File: src/rtl/qwf_pkg.sv
package qwf_pkg;
  parameter int QWF_NUM_CH = 4;
  parameter int QWF_DATA_W = 16;
  localparam int QWF_FLAG_W = 2 * QWF_NUM_CH + 1;

  // Strobes from the comparison datapath to the flag control
  typedef struct packed {
    logic [QWF_FLAG_W-1:0] setMask;
    logic [QWF_FLAG_W-1:0] clrMask;
  } flagStrobes_t;
endpackage

File: src/rtl/qwf_datapath.sv
module qwf_datapath
  import qwf_pkg::*;
#(
  parameter int NumCh = QWF_NUM_CH,
  parameter int DataW = QWF_DATA_W
) (
  input  logic [NumCh-1:0]       sampleValid,
  input  logic [NumCh*DataW-1:0] filtData,
  input  logic [NumCh*DataW-1:0] hiLimit,
  input  logic [NumCh*DataW-1:0] loLimit,
  input  logic [2*NumCh:0]       flagEnable,
  input  logic                   failPulse,
  input  logic                   clrStrobe,
  input  logic [2*NumCh:0]       clrMask,
  output flagStrobes_t           strobes
);
  localparam int FlagW = 2 * NumCh + 1;

  logic [FlagW-1:0] setVec;

  for (genvar c = 0; c < NumCh; c++) begin : g_ch
    logic signed [DataW-1:0] sample;
    logic signed [DataW-1:0] hiT;
    logic signed [DataW-1:0] loT;
    logic hiHit;
    logic loHit;

    assign sample = filtData[c*DataW +: DataW];
    assign hiT    = hiLimit[c*DataW +: DataW];
    assign loT    = loLimit[c*DataW +: DataW];
    assign hiHit  = (sample >= hiT);
    assign loHit  = (sample <= loT);

    assign setVec[2*c]   = sampleValid[c] & flagEnable[2*c]   & hiHit;
    assign setVec[2*c+1] = sampleValid[c] & flagEnable[2*c+1] & loHit;
  end

  assign setVec[FlagW-1] = failPulse;

  assign strobes.setMask = setVec;
  assign strobes.clrMask = clrStrobe ? clrMask : '0;
endmodule

File: src/rtl/qwf_control.sv
module qwf_control
  import qwf_pkg::*;
#(
  parameter int NumCh = QWF_NUM_CH
) (
  input  logic               clk,
  input  logic               rstN,
  input  flagStrobes_t       strobes,
  input  logic [2*NumCh:0]   flagEnable,
  output logic [2*NumCh:0]   status,
  output logic               irq
);
  localparam int FlagW = 2 * NumCh + 1;

  logic [FlagW-1:0] flagsQ;
  logic [FlagW-1:0] flagsD;

  // A new event in the same cycle outranks a clear
  always_comb begin
    flagsD = (flagsQ & ~strobes.clrMask) | strobes.setMask;
  end

  always_ff @(posedge clk) begin
    if (!rstN) flagsQ <= '0;
    else       flagsQ <= flagsD;
  end

  assign status = flagsQ;
  assign irq    = |(flagsQ & flagEnable);
endmodule

File: src/rtl/quad_window_flags.sv
module quad_window_flags
  import qwf_pkg::*;
#(
  parameter int NumCh = QWF_NUM_CH,
  parameter int DataW = QWF_DATA_W
) (
  input  logic                   clk,
  input  logic                   rstN,
  input  logic [NumCh-1:0]       sampleValid,
  input  logic [NumCh*DataW-1:0] filtData,
  input  logic [NumCh*DataW-1:0] hiLimit,
  input  logic [NumCh*DataW-1:0] loLimit,
  input  logic [2*NumCh:0]       flagEnable,
  input  logic                   failPulse,
  input  logic                   clrStrobe,
  input  logic [2*NumCh:0]       clrMask,
  output logic [2*NumCh:0]       status,
  output logic                   irq
);
  flagStrobes_t strobes;

  qwf_datapath #(.NumCh(NumCh), .DataW(DataW)) u_dp (
    .sampleValid(sampleValid),
    .filtData   (filtData),
    .hiLimit    (hiLimit),
    .loLimit    (loLimit),
    .flagEnable (flagEnable),
    .failPulse  (failPulse),
    .clrStrobe  (clrStrobe),
    .clrMask    (clrMask),
    .strobes    (strobes)
  );

  qwf_control #(.NumCh(NumCh)) u_ctl (
    .clk       (clk),
    .rstN      (rstN),
    .strobes   (strobes),
    .flagEnable(flagEnable),
    .status    (status),
    .irq       (irq)
  );
endmodule

File: config.mk
export PLATFORM = sky130hd
export DESIGN_NAME = quad_window_flags
export DESIGN_NICKNAME = d
export VERILOG_FILES = /design/src/rtl/qwf_pkg.sv /design/src/rtl/qwf_datapath.sv /design/src/rtl/qwf_control.sv /design/src/rtl/quad_window_flags.sv
export SDC_FILE = /design/constraint.sdc
export NUM_CORES = 1
export LEC_CHECK = 0
export ABC_AREA = 1
export BUFFER_PORTS_ARGS = -buffer_cell sky130_fd_sc_hd__buf_2
export CAP_MARGIN = 10
export CORE_MARGIN = 2
export CORE_UTILIZATION = 46
export CTS_BUF_LIST = sky130_fd_sc_hd__clkbuf_16
export DETAILED_ROUTE_END_ITERATION = 6
export PLACE_DENSITY = 0.83
export REMOVE_ABC_BUFFERS = 1
export SETUP_SLACK_MARGIN = 0.15
export SLEW_MARGIN = 30
export SYNTH_ARGS = -nofsm -noshare
export SYNTH_HDL_FRONTEND = slang
export SYNTH_SLANG_ARGS = --single-unit
File: constraint.sdc
create_clock -name clk -period 1.8 [get_ports clk]
set_input_delay 0.18 -clock clk [delete_from_list [all_inputs] [get_ports clk]]
set_output_delay 0.18 -clock clk [all_outputs]
set_load 0.1 [all_outputs]
==> results.cfg, run 1 <==
[floorplan]
die_w_um = 97.79
fp-row-count = 34
die_area_sq_um = 9563
core-area_sq_um = 8636
ios = 228
start_util = 0.4686
die_y_um = 97.79

[drt]
ant_nets = 0
wl_per_cell_um = 11.06
viasPerCell = 4.797
dr.pass1.iters = 4
route.detailed.drc = 0
vias = 4754
finalWirelength_um = 10970
drt_iter0_drc = 88

[timing]
hold_viol_final = 0
rsz0062_at_grt = false
worst_slew_pin_slew_ns = 0.5061
whs_ns = 0.1833
final_max_slew_viol_count = 0
setup-violations-final = 0
worst_slack_ns = 0.2621
finalClockSkew_ns = 0
fmax_mhz = 650.2
slew_headroom = 0.6649
finalCriticalPeriod_ns = 1.538
finalCritPeriodShare = 0.8544

[synthesis]
ys.flop_type = dfxtp_1
yosysSeqAreaShare = 0.04453
async_reset_ff_frac = 0
synth_top_area_share = 0.3958
ys_types = 24
synth.cell_area_sq_um = 4046
synth-seq-cells = 9
synth.area.top_cells = ha_1 40%, inv_1 15%, nand2_1 14%, a21oi_1 5.9%, dfxtp_1 4.5%
yosys.area.top_type = ha_1
synth_edf_count = 0
netlist_top_cells_count = 167 x inv_1, 155 x nand2_1, 128 x ha_1
synth-warning-count = 0
synth.avg_cell_area_sq_um = 6.197
syn_inst = 653
yosysMostFrequentCell = inv_1

[placed_design]
hpwlAfterDp_um = 10270
place_congestion = 0.8369
placement.cell_area_sq_um = 5314
numPortBuffers = 227
dp_worst_setup_slack_ns = 0.2361
place_inst = 987

[global_route]
grt_usage = 0.2226
grt_pass1_wl_um = 18000
grt_pass1_vias = 4514
antenna_found_initial = 0
grt_max_degree = 10
grt-ovfl-total = 0

[power]
powerDensity_nw_per_um2 = 341.2
p_total_mw = 1.846
internal-power_mw = 1.025
seqPwrFrac = 0.122
ir_drop_v = 0.0002517
p_comb_frac = 0.664
clkPwrFrac = 0.214
p_sw_uw = 821.2
leakagePower_nw = 3.671
swShare = 0.4448

[critical_path]
r2r_cells = 2
end_kind = primary output
path_class = reg -> out
worstPathRequired_ns = 1.62
cp_slowest_cell = dfxtp_1
worstPathMaxFanout = 3
crit_chain = a22o_1 > a221oi_2 > nand3_1 > buf_6
startpoint_type = flop
cp.arrival_ns = 1.36
critPathMaxStageDelay_ns = 0.34

[cells_and_area]
final_area_sq_um = 5411
nFillCells = 856
largest_reg_flops = 9
drive_gt1_frac = 0.2967
instances_no_fill = 991
regArea_sq_um = 180.2
nets = 1230
multi_input_area_sq_um = 3184
diodes = 0
syn_to_final_growth_pct = 33.74

[clocking]
cts_setup_buffers = 0
cts_sinks = 9
ctsHoldBuffers = 0
cts-buffers-inserted = 3
cts_tree = done
cts_max_level = 1
clkLatencyLatePin_ns = 0.24
cts_root_buffer = clkbuf_16
clkSlewWorstSetupHoldPaths_ns = 0.04
clockBufferDepth = 2

[worst_hold_path]
hp-class = in -> reg
min_path_cells = 3

[run_status]
run_status = complete, no violations

[job]
drv_cap = 0
## power by group through the flow
| stage | clock network (mW) | logic, mW | registers, mW |
|---|---|---|---|
| after CTS | 0.408 | 1.23 | 0.224 |
| after detailed placement | 0 | 1.22 | 0.228 |
| after global routing | 0.424 | 1.40 | 0.227 |
| final | 0.396 | 1.23 | 0.225 |
| after floorplan | 0 | 0.683 | 0.320 |
| after global placement | 0 | 1.19 | 0.228 |
## cell type report
type                       instances  share of cell area
inverter                         184              0.1276
clock buffer                       3             0.01387
multi-input combinational        459              0.5884
timing repair buffer             227              0.2111
sequential                         9             0.03329
clock inverter                     1           0.0006936
tap                              108             0.02497
## through the flow
step           utilization  setup TNS (ns)
2_1_floorplan            -         -0.4511
3_3_place_gp        0.6153               0
3_5_place_dp        0.6153               0
4_1_cts             0.6247               0
5_1_grt             0.6266               0
6_report            0.6266               0
## cell usage in the layout, fill, tap and decap left out
| master | Yosys | final |
|---|---|---|
| dfxtp_1 | 9 | 9 |
| o21ai_1 | 8 | 8 |
| buf_6 | 0 | 1 |
| o21bai_1 | 7 | 7 |
| clkbuf_16 | 0 | 3 |
| inv_2 | 12 | 12 |
| buf_2 | 0 | 226 |
| a221oi_2 | 0 | 2 |
| nand3_2 | 2 | 2 |
| nand3_4 | 2 | 2 |
| nand4_1 | 15 | 15 |
| clkinv_1 | 5 | 5 |
| nor2_2 | 4 | 4 |
| a21o_1 | 6 | 6 |
| nand2_1 | 155 | 155 |
| a22o_1 | 2 | 2 |
| ha_1 | 128 | 128 |
| a21oi_1 | 48 | 48 |
| nor2_1 | 25 | 25 |
| inv_1 | 167 | 168 |
| nor3_1 | 10 | 10 |
| a21oi_2 | 4 | 4 |
| nor2_4 | 2 | 2 |
| nand3_1 | 32 | 32 |
| nand2_2 | 4 | 4 |
| o21ai_0 | 3 | 3 |
## repair_timing
action / 4_1_cts / 5_1_grt
resized for setup: 1 / 3
endpoints found under the setup margin: 1 / 1
hold endpoints to repair: 0 / 0
cloned: 0 / 0
## path summary, 6_finish.rpt
kind                   start              end  slack [ns]
min reg2reg  u_ctl.status[3]  u_ctl.status[3]        0.49
min                failPulse  u_ctl.status[8]        0.18
max          u_ctl.status[0]              irq        0.26
max reg2reg  u_ctl.status[0]  u_ctl.status[0]        1.13
## layer usage
metal,track usage,share of wire,vias to the layer above
met5,0,0,-
met2,0.4340,0.51,161
met3,0.03722,0.060,12
met4,0.06624,0.014,0
li1,-,-,2532
met1,0.2445,0.41,2049
## worst max-delay path: cells and delay by family (launching register included)
family | cells | cell delay (ns)
flops | 1 | 0.34
simple gates | 1 | 0.13
compound gates | 2 | 0.43
buf+inv | 1 | 0.21
## kinds of logic (layout without fill, tap and decap cells)
| logic type | Yosys count | in the layout | synth area share |
|---|---|---|---|
| AO/OA/AOI/OAI | 80 | 80 | 0.1144 |
| adder cells (fa/ha/maj) | 128 | 128 | 0.3958 |
| buffers and inverters | 185 | 415 | 0.1716 |
| flip-flops | 9 | 9 | 0.04453 |
| AND/OR/NAND/NOR | 251 | 251 | 0.2737 |
No activity file was read; power rests on OpenSTA's default activity.
==> run 2, diff against run 1 <==
- RECOVER_POWER: unset -> 50
==> run 2 against run 1 <==
- hold slack about the same
- clock skew unchanged
- utilization unchanged
- global-route usage unchanged
- wire length about the same
- sequential power about the same
- clock power about the same
- largest cell class unchanged
==> results.cfg, run 2 (synthesis results as in run 1) <==
[power]
p_total_mw = 1.846
leakagePower_nw = 3.666
powerDensity_nw_per_um2 = 341.2
ir_drop_v = 0.0002518

[clocking]
cts_root_buffer = clkbuf_16
cts_max_level = 1
cts-buffers-inserted = 3
clockBufferDepth = 2
cts_tree = done
cts_sinks = 9
ctsHoldBuffers = 0
clkSlewWorstSetupHoldPaths_ns = 0.04
cts_resized = 1
cts_setup_buffers = 0
clkLatencyLatePin_ns = 0.24

[floorplan]
die_y_um = 97.79
ios = 228
die_w_um = 97.79
die_area_sq_um = 9563
fp-row-count = 34
start_util = 0.4686
core-area_sq_um = 8636

[cells_and_area]
nets = 1230
layout_commonest_cell = buf_2
fin_util = 0.6266
drive_gt1_frac = 0.2967
final_cell_mix = 218 x buf_2, 168 x inv_1, 155 x nand2_1, 128 x ha_1, 48 x a21oi_1
diodes = 0
syn_to_final_growth_pct = 33.74
largest_reg_flops = 9
instances_no_fill = 991

[timing]
finalCritPeriodShare = 0.8553
setup-violations-final = 0
rsz0062_at_grt = false
slew_headroom = 0.6229
finalCriticalPeriod_ns = 1.540
hold_viol_final = 0
tns_ns = 0
finalClockSkew_ns = 0
worst_slew_pin_slew_ns = 0.5681
whs_ns = 0.1831
fmax_mhz = 649.5
final_max_slew_viol_count = 0

[drt]
vias = 4745
drt_iter0_drc = 86
viasPerCell = 4.788
dr.pass1.iters = 4
ant_nets = 0
finalWirelength_um = 10970
route.detailed.drc = 0
wl_per_cell_um = 11.07

[placed_design]
place_inst = 987
numPortBuffers = 227
place_congestion = 0.8369
hpwlAfterDp_um = 10270

[critical_path]
end_kind = primary output
worstPathMaxFanout = 3
path_class = reg -> out
worstPathRequired_ns = 1.62
startpoint_type = flop
cp.arrival_ns = 1.36

[global_route]
grt_usage = 0.2226
grt_pass1_vias = 4514
antenna_found_initial = 0
grt-ovfl-total = 0
grt_max_degree = 10
grt_pass1_wl_um = 18000

[worst_hold_path]
hp-class = in -> reg

[job]
drv_cap = 0

[run_status]
run_status = complete, no violations
-- run 2: cell count changes in the layout (fill, tap and decap cells not counted) --
cell      delta
clkbuf_2     +8
buf_2        -8
-- run 2: final timing paths --
| check | from | to | slack [ns] | cells after the start |
|---|---|---|---|---|
| setup / recovery | u_ctl.status[0] | irq | 0.26 | 4 |
| setup reg to reg | u_ctl.status[0] | u_ctl.status[0] | 1.13 | 2 |
| hold / removal | failPulse | u_ctl.status[8] | 0.18 | 3 |
| hold reg to reg | u_ctl.status[3] | u_ctl.status[3] | 0.49 | 2 |
-- run 2: critical path, stage by stage (launching register included) --
cell      delay [ns]
dfxtp_1         0.34
a22o_1          0.24
a221oi_2        0.19
nand3_1         0.13
buf_6           0.21
-- run 2: area by class of cell --
type                       instances  area, sq um
fill                             856         3224
clock inverter                     1        3.754
sequential                         9        180.2
tap                              108        135.1
timing repair buffer             227         1142
multi-input combinational        459         3184
inverter                         184        690.7
clock buffer                       3        75.07
-- run 2: routing by layer --
metal | up-vias | track usage | wire length [um]
met1 | 2045 | 0.2445 | 4555
met4 | 0 | 0.06624 | 156
li1 | 2533 | - | -
met5 | - | 0 | 0
met2 | 155 | 0.4340 | 5617
met3 | 12 | 0.03722 | 639
-- run 2: per-stage QoR --
step                setup WS (ns)  area [sq um]
detailed placement         0.2361          5314
finish                     0.2604          5411
floorplan                 -0.4511          4043
CTS                        0.1512          5395
global route               0.2040          5411
global placement           0.2668          5314
-- run 2: where the power goes --
part	switching (mW)	internal, mW
registers	0.0120	0.214
logic	0.705	0.520
clock network	0.104	0.291
